**config.mk**
```make
export PLATFORM = sky130hd
export DESIGN_NAME = perf_snap_counter
export DESIGN_NICKNAME = d
export VERILOG_FILES = /design/src/rtl/psc_pkg.sv /design/src/rtl/psc_rise_det.sv /design/src/rtl/psc_sat_counter.sv /design/src/rtl/psc_upd_fsm.sv /design/src/rtl/perf_snap_counter.sv
export SDC_FILE = /design/constraint.sdc
export NUM_CORES = 1
export LEC_CHECK = 0
export BUFFER_PORTS_ARGS = -buffer_cell sky130_fd_sc_hd__buf_4
export CAP_MARGIN = 30
export CORE_AREA = 4 4 62 64
export CTS_BUF_LIST = sky130_fd_sc_hd__clkbuf_8
export DETAILED_ROUTE_END_ITERATION = 6
export DIE_AREA = 0 0 66 68
export GPL_TIMING_DRIVEN = 0
export PLACE_DENSITY = 0.84
export SLEW_MARGIN = 0
export SYNTH_ARGS = -nofsm -noshare
export SYNTH_HDL_FRONTEND = slang
export SYNTH_HIERARCHICAL = 1
export SYNTH_SLANG_ARGS = --single-unit
export TNS_END_PERCENT = 50
```
**constraint.sdc**
```tcl
create_clock -name clk -period 2.17 [get_ports clk]
set_input_delay 0.3255 -clock clk [delete_from_list [all_inputs] [get_ports clk]]
set_output_delay 0.3255 -clock clk [all_outputs]
set_load 0.03 [all_outputs]
```
**src/rtl/psc_pkg.sv**
```systemverilog
package psc_pkg;
    typedef enum logic [1:0] {
        ST_IDLE  = 2'd0,
        ST_SNAP  = 2'd1,
        ST_READY = 2'd2
    } psc_state_e;
endpackage

```
**src/rtl/psc_rise_det.sv**
```systemverilog
module psc_rise_det (
    input  logic clk,
    input  logic rst_n,
    input  logic req_i,
    output logic rise_o
);
    logic req_q;

    always_ff @(posedge clk or negedge rst_n) begin
        if (!rst_n) req_q <= 1'b0;
        else        req_q <= req_i;
    end

    assign rise_o = req_i & ~req_q;
endmodule

```
**src/rtl/psc_sat_counter.sv**
```systemverilog
module psc_sat_counter #(
    parameter int CNT_W = 16
) (
    input  logic             clk,
    input  logic             rst_n,
    input  logic             inc_i,
    input  logic             restart_i,
    output logic [CNT_W-1:0] cnt_o
);
    localparam logic [CNT_W-1:0] TOP = {CNT_W{1'b1}};

    logic [CNT_W-1:0] cnt_q;
    logic [CNT_W-1:0] cnt_d;

    always_comb begin
        if (restart_i)
            cnt_d = {{(CNT_W-1){1'b0}}, inc_i};
        else if (inc_i && (cnt_q != TOP))
            cnt_d = cnt_q + 1'b1;
        else
            cnt_d = cnt_q;
    end

    always_ff @(posedge clk or negedge rst_n) begin
        if (!rst_n) cnt_q <= '0;
        else        cnt_q <= cnt_d;
    end

    assign cnt_o = cnt_q;
endmodule

```
**src/rtl/psc_upd_fsm.sv**
```systemverilog
module psc_upd_fsm
    import psc_pkg::*;
(
    input  logic clk,
    input  logic rst_n,
    input  logic rise_i,
    output logic load_o,
    output logic ready_o,
    output logic nz_mask_o
);
    psc_state_e state_q;
    psc_state_e state_d;

    always_ff @(posedge clk or negedge rst_n) begin
        if (!rst_n) state_q <= ST_IDLE;
        else        state_q <= state_d;
    end

    always_comb begin
        state_d = state_q;
        unique case (state_q)
            ST_IDLE:  if (rise_i) state_d = ST_SNAP;
            ST_SNAP:  state_d = ST_READY;
            ST_READY: if (rise_i) state_d = ST_SNAP;
            default:  state_d = ST_IDLE;
        endcase
    end

    always_comb begin
        load_o    = 1'b0;
        ready_o   = 1'b0;
        nz_mask_o = 1'b0;
        unique case (state_q)
            ST_IDLE:  ;
            ST_SNAP:  begin
                load_o    = 1'b1;
                nz_mask_o = 1'b1;
            end
            ST_READY: ready_o = 1'b1;
            default:  ;
        endcase
    end
endmodule

```
**src/rtl/perf_snap_counter.sv**
```systemverilog
module perf_snap_counter #(
    parameter int CNT_W = 16
) (
    input  logic             clk,
    input  logic             rst_n,
    input  logic             evt,
    input  logic             upd_req,
    output logic [CNT_W-1:0] snap_q,
    output logic             upd_ready,
    output logic             snap_nz
);
    logic             rise;
    logic             load;
    logic             nz_mask;
    logic [CNT_W-1:0] run_cnt;
    logic [CNT_W-1:0] hold_q;

    psc_rise_det u_rise (
        .clk    (clk),
        .rst_n  (rst_n),
        .req_i  (upd_req),
        .rise_o (rise)
    );

    psc_upd_fsm u_fsm (
        .clk       (clk),
        .rst_n     (rst_n),
        .rise_i    (rise),
        .load_o    (load),
        .ready_o   (upd_ready),
        .nz_mask_o (nz_mask)
    );

    psc_sat_counter #(.CNT_W(CNT_W)) u_cnt (
        .clk       (clk),
        .rst_n     (rst_n),
        .inc_i     (evt),
        .restart_i (load),
        .cnt_o     (run_cnt)
    );

    always_ff @(posedge clk or negedge rst_n) begin
        if (!rst_n)    hold_q <= '0;
        else if (load) hold_q <= run_cnt;
    end

    assign snap_q  = hold_q;
    assign snap_nz = (hold_q != '0) && !nz_mask;
endmodule

```
==> results by group <==
Synth
  • Most used DFF post-synth: dfrtp_1
  • Number of synthesized register bits: 35
  • Avg Cell Area, Syn: 11.8 um2
  • Post-synth EDFFs: 0
  • YS warnings: 6
  • Syn_nets: 156
  • Cell Area, Synth: 1780 um2
  • Synthesized instance count: 151
  • Post-synth cell types: 44
  • Ys async rst share: 1.00
  • Sequential area share after synthesis: 0.491

Clocking
  • CTS tree: yes
  • Setup Fix Bufs, Post-CTS: 0
  • Clock Latency Late Sink: 0.28 ns
  • Clk pin slew, worst setup/hold paths: 0.07 ns
  • TritonCTS Buffers: 5
  • H-Tree Depth: 2
  • Max Root-Sink Buffers: 2
  • Num Clock Sinks: 35
  • Post-CTS Resized: 0
  • Clock Root Buffer: clkbuf_8

Timing
  • Fin crit period: 2.01 ns
  • Max-slew violations: 0
  • Final Cycle Share: 0.925
  • RSZ-0062 raised after global routing: false
  • Post-Route Setup TNS: 0 ns
  • Setup ws final: 0.163 ns
  • Final setup vio count: 0
  • Max Clk Rate: 498 MHz
  • Final hold violations: 0
  • Worst Skew: 0.00172 ns
  • Slew @ Worst Pin: 0.488 ns
  • Rel. slew slack: 0.672
  • Hold slack: 0.158 ns

Setup path
  • Worst r2r src: u_cnt/cnt_o[0]
  • Critical path arrival: 2.17 ns
  • Crit path kind: register to register
  • Crit. End Element: register
  • Reg2reg end: u_cnt/cnt_o[6]
  • CP startpoint: u_cnt/cnt_o[0]
  • Register-to-Register Path Depth: 5
  • Largest fanout on the critical path: 6
  • Critical Path RT: 2.34 ns
  • Reg-to-reg slack, setup: 0.16 ns
  • Crit path to: u_cnt/cnt_o[6]
  • Startpoint types: register

Place
  • Cell Area, Placed: 1990 um2
  • Port bufs: 20
  • Place WS: 0.206 ns
  • Half-perimeter wire length after placement: 2.81 mm
  • Routability congestion estimate: 0.901

Final layout
  • Layout area overhead: 18.8%
  • Highest-count cells in the layout ignoring fill and taps: dfrtp_1 (35), buf_4 (22), nor2_1 (13)
  • Post-route cell area: 2120 um2
  • Layout cell share with drive strength beyond 1: 0.350
  • NumNets Final: 184
  • Commonest non-fill, non-tap cell in the layout: dfrtp_1
  • Diodes inserted: 0

Min path
  • Hold depth: 1
  • HP Class: input pin to register

Power
  • Clock power share: 0.329
  • Pwr dens: 857 nW/um2
  • Power Total: 1.82 mW
  • Sequential share of power: 0.451
  • Internal power: 1.27 mW
  • IR drop worst, VDD: 0.000380 V
  • Leak: 0.950 nW
  • Psw: 0.550 mW
  • Sw frac: 0.303
  • Combinational power share: 0.220

Routing
  • Drt via density: 6.01
  • Average wire per standard cell: 17.9 um
  • Initial DRC Count: 139
  • Antenna viol nets, final: 0
  • WL final: 4.06 mm
  • 1st-pass router iterations: 4
  • Remaining DRCs: 0
  • Via count: 1358

Die
  • Starting Density: 0.543
  • Die ar.: 4490 um2
  • Horiz. Die Dim: 66 um
  • Core area: 3280 um2
  • Top Ports: 22
  • Num rows: 21
  • Die height: 68 um

GRT
  • Total grt overflow: 0
  • Overall Global Routing Usage: 0.201
  • Vias in the first global route: 1322
  • Largest net degree at the start of global routing: 36
  • Initial antenna violation count: 0
  • First-pass GRT wire length: 6.69 mm

Run status
  • Status: complete, no violations

Job
  • MaxCap Viol Count: 0
## stage by stage
stage | cells | util
final | 226 | 0.645
after global routing | 226 | 0.645
after CTS | 226 | 0.645
after detailed placement | 217 | 0.606
after global placement | 217 | 0.606
after floorplan | 151 | -
## worst min-delay path by stage
stage            start                to  slack, ns
2_1_floorplan    rst_n         snap_q[0]       0.03
3_3_place_gp     rst_n      u_rise/req_q       0.29
3_5_place_dp     rst_n  u_fsm/state_q[0]       0.30
4_1_cts        upd_req      u_rise/req_q       0.15
5_1_grt        upd_req      u_rise/req_q       0.15
6_report       upd_req      u_rise/req_q       0.16
## per-layer routing
| layer | routed length (um) | track usage | vias to the layer above |
|---|---|---|---|
| met4 | 88 | 0.107 | 0 |
| met3 | 211 | 0.0378 | 10 |
| met5 | 0 | 0 | - |
| met2 | 2070 | 0.337 | 62 |
| li1 | - | - | 616 |
| met1 | 1690 | 0.247 | 670 |
## worst max-delay path, stage by stage (launching register included)
cell and delay [ns]:
dfrtp_1 0.47, ha_1 0.32, inv_1 0.10, or4_1 0.56, nand3_1 0.12, mux2_1 0.32
## flip-flops by register name (all words and copies together) (netlist names)
signal         count
snap_q            16
u_cnt/cnt_o       16
u_fsm/state_q      2
u_rise/req_q       1
## power by group through the flow
| stage | sequential [mW] | clock [mW] | combinational (mW) |
|---|---|---|---|
| 3_5_place_dp | 0.824 | 0 | 0.398 |
| 2_1_floorplan | 0.868 | 0 | 0.199 |
| 3_3_place_gp | 0.817 | 0 | 0.385 |
| 6_report | 0.819 | 0.596 | 0.400 |
| 5_1_grt | 0.825 | 0.641 | 0.427 |
| 4_1_cts | 0.816 | 0.611 | 0.402 |
## kinds of logic (layout without fill, tap and decap cells)
kind of cell / after synthesis / after routing / synth area share
AND/OR/NAND/NOR: 58 / 58 / 0.211
flip-flops: 35 / 35 / 0.491
AO/OA/AOI/OAI: 22 / 22 / 0.0898
multiplexers: 21 / 21 / 0.153
buffers and inverters: 14 / 43 / 0.0484
adder cells (fa/ha/maj): 1 / 1 / 0.00702
## final cells by class
type / instances / area, um2
flip-flops and latches: 35 / 876
plain buffers: 8 / 63.8
clock buffers: 6 / 82.6
repair buffers: 21 / 160
inverters: 6 / 22.5
well taps: 46 / 57.6
clock inverters: 2 / 35.0
fillers: 236 / 1170
multi-input cells: 102 / 821
## synth_stat cells, types with 2 or more instances
master / number / area, um2
dfrtp_1: 35 / 876
nor2_1: 13 / 48.8
mux2_4: 10 / 150
mux2_2: 9 / 101
nor4_1: 7 / 43.8
a21oi_1: 6 / 30.0
inv_1: 6 / 22.5
nand2_1: 5 / 18.8
nand3_1: 5 / 25.0
nor3_1: 5 / 25.0
nand4_1: 4 / 25.0
nor2b_1: 3 / 18.8
nor2b_4: 3 / 41.3
o41ai_1: 3 / 26.3
a211oi_1: 2 / 15.0
a41oi_1: 2 / 17.5
buf_2: 2 / 10.0
buf_4: 2 / 15.0
o21ai_0: 2 / 10.0
o311ai_0: 2 / 17.5
or4_1: 2 / 15.0
## repair_timing
item / CTS / global route
hold endpoints to repair: 35 / 0
hold buffers: 1 / 0
setup endpoints to repair: 0 / 0
(Power assumes the default switching activity.)
